`src/rtl/mbus_pkg.sv`:
```
`timescale 1ns/1ps
package mbus_pkg;
    localparam int AW  = 16;
    localparam int DW  = 8;
    localparam int HIW = 6;

    typedef enum logic [1:0] {
        S_IDLE  = 2'd0,
        S_ADDR  = 2'd1,
        S_READ  = 2'd2,
        S_WRITE = 2'd3
    } seq_state_e;

    // Upper line 5 goes to bit 15, lines 4..0 to bits 12..8, bits 14..13 zero.
    function automatic logic [AW-1:0] compose_addr(input logic [HIW-1:0] hi,
                                                   input logic [DW-1:0] lo);
        return {hi[5], 2'b00, hi[4:0], lo};
    endfunction
endpackage

```
`src/rtl/mbus_sync.sv`:
```
`timescale 1ns/1ps
module mbus_sync #(
    parameter int           W       = 3,
    parameter logic [W-1:0] RST_VAL = '1
) (
    input  logic         clk,
    input  logic         rst,
    input  logic [W-1:0] d,
    output logic [W-1:0] q
);
    logic [W-1:0] meta;

    for (genvar i = 0; i < W; i++) begin : g_bit
        always_ff @(posedge clk) begin
            if (rst) begin
                meta[i] <= RST_VAL[i];
                q[i]    <= RST_VAL[i];
            end else begin
                meta[i] <= d[i];
                q[i]    <= meta[i];
            end
        end
    end
endmodule

```
`src/rtl/mbus_seq.sv`:
```
`timescale 1ns/1ps
module mbus_seq
    import mbus_pkg::*;
(
    input  logic       clk,
    input  logic       rst,
    input  logic       ale_s,
    input  logic       rd_n_s,
    input  logic       wr_n_s,
    output seq_state_e st,
    output logic       addr_load,
    output logic       wr_commit
);
    logic       ale_prev;
    logic       ale_fall;
    seq_state_e st_nx;

    always_ff @(posedge clk) begin
        if (rst) ale_prev <= 1'b0;
        else     ale_prev <= ale_s;
    end

    assign ale_fall = ale_prev & ~ale_s;

    // State register
    always_ff @(posedge clk) begin
        if (rst) st <= S_IDLE;
        else     st <= st_nx;
    end

    // Next state
    always_comb begin
        st_nx = st;
        if (ale_fall) begin
            st_nx = S_ADDR;                                    // latch
        end else begin
            unique case (st)
                S_IDLE:  st_nx = S_IDLE;                       // strobes dropped
                S_ADDR: begin
                    if (!rd_n_s && !wr_n_s) st_nx = S_IDLE;    // collide
                    else if (!rd_n_s)       st_nx = S_READ;    // start-read
                    else if (!wr_n_s)       st_nx = S_WRITE;   // start-write
                end
                S_READ:  if (rd_n_s || !wr_n_s) st_nx = S_IDLE;  // read-done / collide
                S_WRITE: if (wr_n_s || !rd_n_s) st_nx = S_IDLE;  // commit / collide
                default: st_nx = S_IDLE;
            endcase
        end
    end

    // Outputs
    always_comb begin
        addr_load = ale_fall;
        wr_commit = (st == S_WRITE) && !ale_fall && wr_n_s && rd_n_s;
    end
endmodule

```
`src/rtl/mbus_regfile.sv`:
```
`timescale 1ns/1ps
module mbus_regfile
    import mbus_pkg::*;
#(
    parameter int          NUM_IN   = 4,
    parameter int          NUM_OUT  = 4,
    parameter logic [15:0] IN_BASE  = 16'h8000,
    parameter logic [15:0] OUT_BASE = 16'h8080
) (
    input  logic                   clk,
    input  logic                   rst,
    input  logic [AW-1:0]          addr,
    input  logic                   wr_en,
    input  logic [DW-1:0]          wdata,
    input  logic [NUM_IN*DW-1:0]   in_ports,
    output logic [NUM_OUT*DW-1:0]  out_regs,
    output logic [DW-1:0]          rdata,
    output logic                   rd_hit
);
    logic [NUM_IN-1:0]  in_sel;
    logic [NUM_OUT-1:0] out_sel;

    for (genvar i = 0; i < NUM_IN; i++) begin : g_in
        localparam logic [AW-1:0] SLOT = IN_BASE + AW'(i);
        assign in_sel[i] = (addr == SLOT);
    end

    for (genvar j = 0; j < NUM_OUT; j++) begin : g_out
        localparam logic [AW-1:0] SLOT = OUT_BASE + AW'(j);
        assign out_sel[j] = (addr == SLOT);
        always_ff @(posedge clk) begin
            if (rst)                     out_regs[j*DW +: DW] <= '0;
            else if (wr_en && out_sel[j]) out_regs[j*DW +: DW] <= wdata;
        end
    end

    always_comb begin
        rdata = '0;
        for (int i = 0; i < NUM_IN; i++)
            rdata = rdata | ({DW{in_sel[i]}} & in_ports[i*DW +: DW]);
        for (int j = 0; j < NUM_OUT; j++)
            rdata = rdata | ({DW{out_sel[j]}} & out_regs[j*DW +: DW]);
        rd_hit = (|in_sel) | (|out_sel);
    end
endmodule

```
`src/rtl/mbus_reg_slave.sv`:
```
`timescale 1ns/1ps
module mbus_reg_slave
    import mbus_pkg::*;
#(
    parameter int          NUM_IN   = 4,
    parameter int          NUM_OUT  = 4,
    parameter logic [15:0] IN_BASE  = 16'h8000,
    parameter logic [15:0] OUT_BASE = 16'h8080
) (
    input  logic                  clk,
    input  logic                  rst,
    input  logic                  ale,
    input  logic                  rd_n,
    input  logic                  wr_n,
    input  logic [DW-1:0]         ad_in,
    input  logic [HIW-1:0]        hi_addr,
    output logic [DW-1:0]         ad_out,
    output logic                  ad_oe,
    input  logic [NUM_IN*DW-1:0]  in_ports,
    output logic [NUM_OUT*DW-1:0] out_regs
);
    localparam logic [2:0] STRB_IDLE = 3'b011;   // ale low, strobes high

    logic [2:0]    strb_raw;
    logic [2:0]    strb_s;
    logic          ale_s;
    logic          rd_n_s;
    logic          wr_n_s;
    seq_state_e    st;
    logic          addr_load;
    logic          wr_commit;
    logic [AW-1:0] addr_q;
    logic [DW-1:0] rdata;
    logic          rd_hit;

    assign strb_raw = {ale, rd_n, wr_n};

    mbus_sync #(.W(3), .RST_VAL(STRB_IDLE)) u_sync (
        .clk (clk),
        .rst (rst),
        .d   (strb_raw),
        .q   (strb_s)
    );

    assign ale_s  = strb_s[2];
    assign rd_n_s = strb_s[1];
    assign wr_n_s = strb_s[0];

    mbus_seq u_seq (
        .clk       (clk),
        .rst       (rst),
        .ale_s     (ale_s),
        .rd_n_s    (rd_n_s),
        .wr_n_s    (wr_n_s),
        .st        (st),
        .addr_load (addr_load),
        .wr_commit (wr_commit)
    );

    always_ff @(posedge clk) begin
        if (rst)            addr_q <= '0;
        else if (addr_load) addr_q <= compose_addr(hi_addr, ad_in);
    end

    mbus_regfile #(
        .NUM_IN   (NUM_IN),
        .NUM_OUT  (NUM_OUT),
        .IN_BASE  (IN_BASE),
        .OUT_BASE (OUT_BASE)
    ) u_regs (
        .clk      (clk),
        .rst      (rst),
        .addr     (addr_q),
        .wr_en    (wr_commit),
        .wdata    (ad_in),
        .in_ports (in_ports),
        .out_regs (out_regs),
        .rdata    (rdata),
        .rd_hit   (rd_hit)
    );

    always_comb begin
        ad_oe  = (st == S_READ) && rd_hit;
        ad_out = ad_oe ? rdata : '0;
    end
endmodule

```
`config.mk`:
```
export PLATFORM = sky130hd
export DESIGN_NAME = mbus_reg_slave
export DESIGN_NICKNAME = d
export VERILOG_FILES = /design/src/rtl/mbus_pkg.sv /design/src/rtl/mbus_sync.sv /design/src/rtl/mbus_seq.sv /design/src/rtl/mbus_regfile.sv /design/src/rtl/mbus_reg_slave.sv
export SDC_FILE = /design/constraint.sdc
export NUM_CORES = 1
export LEC_CHECK = 0
export ABC_AREA = 1
export BUFFER_PORTS_ARGS = -buffer_cell sky130_fd_sc_hd__buf_2
export CAP_MARGIN = 15
export CELL_PAD_IN_SITES_DETAIL_PLACEMENT = 1
export CELL_PAD_IN_SITES_GLOBAL_PLACEMENT = 1
export CORE_MARGIN = 2
export CORE_UTILIZATION = 34
export CTS_BUF_LIST = sky130_fd_sc_hd__clkbuf_8 sky130_fd_sc_hd__clkbuf_16
export DETAILED_ROUTE_END_ITERATION = 16
export PLACE_DENSITY = 0.85
export SETUP_SLACK_MARGIN = 0.15
export SLEW_MARGIN = 20
export SYNTH_ARGS = -nofsm -noshare
export SYNTH_HDL_FRONTEND = slang
export SYNTH_SLANG_ARGS = --single-unit
```
`constraint.sdc`:
```
create_clock -name clk -period 2 [get_ports clk]
set_clock_uncertainty 0.2 [all_clocks]
set_input_delay 0.1 -clock clk [delete_from_list [all_inputs] [get_ports clk]]
set_output_delay 0.1 -clock clk [all_outputs]
set_load 0.1 [all_outputs]
```
==> reports/metrics.cfg <==
[worst_setup_path]
start_kind = register
worstPathRequired_ns = 1.70
crit_fanout = 5
r2r_start = addr_q[10]
critical_path_arrival_ns = 2.13
end_kind = primary output
r2r-end = u_regs.out_regs[20]
worstRegToRegCells = 10
worstSetupPathType = reg2out
r2r_slack_ns = -0.06

[run_status]
failed_checks = setup timing
outcome = finished, violations left

[cts]
h-tree-depth = 2
insertion_delay_ns = 0.33
cts.clk_slew.worst_paths_ns = 0.12
clock_path_buffers = 2
cts_buffers = 5
clkSinkCount = 55
tritoncts = yes
cts_root_buffer = clkbuf_8

[route]
wl_per_cell_um = 21.1
wl_met1_um = 5590
wl_met3_um = 856
drt_pass1_iterations = 4
initialDrtViolationCount = 188
drc = 0
drt-total-wl_um = 14300
top_layer_used = met4
postRouteAntennaNets = 0
via_per_inst = 5.53
vias = 3736
dr_wl_met2_um = 6950

[place]
dp_cells = 610
dp_hpwl_um = 7300
pre_cts_slack_ns = 0.0133
globalplace.congestion = 0.888
portBuffers = 91

[yosys]
synth_fp_nets = 476
synthesis.area_um2 = 2980
synth_cells = 425
yosysSeqAreaShare_pct = 37.0
yosysWarnings = 0
synth_seq_cells = 55
syn_avg_cell_area_um2 = 7.00
ys_types = 22

[global_routing]
antenna_found_initial = 0
grt_pass1_wl_um = 18200
overflow = 0
grt_pass1_vias = 3470
grt_max_degree = 42
grt_use_total_pct = 24.1

[floorplan]
rows = 34
fp.dieArea_um2 = 9520
die_width_um = 97.5
ioPinCount = 92
initial_utilization_pct = 34.6
chipHeight_um = 97.5
core_um2 = 8590

[pwr]
ir_drop_mv = 0.500
p_leak_nw = 2.18
powerDensity_nw_per_um2 = 468

[sta]
layout_worst_path_cycle_share_pct = 122
tns_ns = -3.87
setup_viol = 28
relSlewSlack_pct = 50.7
layout_setup_ws_ns = -0.434
drv_slew = 0
rsz0062_at_grt = yes
max_freq_ghz = 0.411
hold_viol = 0
tightest_slew_ns = 0.736
period_needed_ns = 2.43

[finish]
most-common-layout-cells = 82 x buf_2, 60 x nand3_1, 48 x nand2_1
layout.nets = 618
n_antenna_cell = 0
syn2layout_area_growth_pct = 66.5
final_common_cell = buf_2
nFillCells = 1038
instances_no_fill = 676
layout-drive-gt1-share_pct = 52.1

[hold_path]
hold_end = u_sync.q[2]
hold_depth = 2
hold_class = reg2reg
worstHoldStart = u_sync.meta[2]

[flow_run]
maxCapViolCount = 0

[flip-flops by register name, indices dropped and copies added (netlist names)]
signal,cells
u_seq.ale_prev,1
u_sync.meta,3
addr_q,14
u_seq.st,2
u_sync.q,3
u_regs.out_regs,32
[worst max path at each step]
stage / cells past startpoint / slack (ns) / startpoint / endpoint
3_5_place_dp: 11 / 0.01 / addr_q[0] / ad_out[5]
2_1_floorplan: 9 / 0.02 / addr_q[2] / ad_out[0]
4_1_cts: 13 / -0.31 / addr_q[11] / ad_out[5]
5_1_grt: 12 / -0.51 / addr_q[0] / ad_out[7]
3_3_place_gp: 11 / 0.11 / addr_q[11] / ad_out[5]
6_report: 11 / -0.43 / addr_q[2] / ad_out[7]
[worst max-delay path, cell delays in order (launching register included)]
cell and delay, ns:
dfxtp_1 0.37, nor2_4 0.19, nand2_2 0.17, nor2_8 0.19, buf_4 0.18, nand3_1 0.10
nand2_1 0.11, nor2_1 0.06, nand2_1 0.06, inv_1 0.06, nor2_4 0.12, buf_12 0.18
[logic make-up after synthesis]
logic type      count (synthesis)  synth area share, %
flops                          55                 37.0
buf+inv                        72                 10.4
simple gates                  213                 38.3
compound gates                 85                 14.3
[synthesized netlist by cell type]
cell type	number	area, µm²
o21ai_1	8	40.0
nand3_4	4	70.1
nand3_1	67	335
nor2_4	8	90.1
clkbuf_1	7	26.3
clkinv_1	1	3.75
nor3_1	1	5.00
buf_4	4	30.0
nand2_2	5	31.3
a21oi_1	38	190
nor2_8	4	80.1
buf_2	7	35.0
nor2_2	12	75.1
or2_2	4	25.0
buf_6	2	22.5
inv_2	2	7.51
nor2_1	47	176
dfxtp_1	55	1100
inv_1	49	184
nand2_1	58	218
nand2_4	3	33.8
o21ai_0	39	195
[per-layer routing]
metal | track usage [%] | vias to the layer above
met4 | 10.5 | 0
met5 | 0 | -
li1 | - | 1675
met1 | 28.7 | 1806
met2 | 43.0 | 201
met3 | 3.45 | 54
[through the flow]
step | hold WS [ns] | cell area [µm²] | utilization (%) | total power, mW
floorplan | 0.00381 | 3090 | - | 1.28
global placement | 0.0831 | 3780 | 43.9 | 1.36
detailed placement | 0.0893 | 3780 | 43.9 | 1.37
CTS | 0.214 | 4430 | 51.5 | 2.23
global route | 0.233 | 4950 | 57.6 | 2.39
finish | 0.208 | 4950 | 57.6 | 2.32
[repair_timing]
action / CTS / global route
resized for setup: 46 / 85
setup endpoints to repair: 9 / 46
cloned: 3 / 8
hold endpoints to repair: 50 / 0
setup buffers: 16 / 10
hold buffers: 21 / 0
pin swaps: 38 / 64
[final cells by class]
class	instances	area (µm²)	share of cell area, %
clock inverters	2	35.0	0.707
repair buffers	150	1340	27.1
clock buffers	6	82.6	1.67
flip-flops and latches	55	1150	23.2
inverters	52	199	4.02
multi-input cells	303	2010	40.6
well taps	108	135	2.73
[where the power goes]
group          switching (mW)  internal [mW]  total, mW
clock network           0.397          0.406      0.803
logic                   0.218          0.174      0.392
registers              0.0135           1.11       1.12
(Power assumes the default switching activity.)
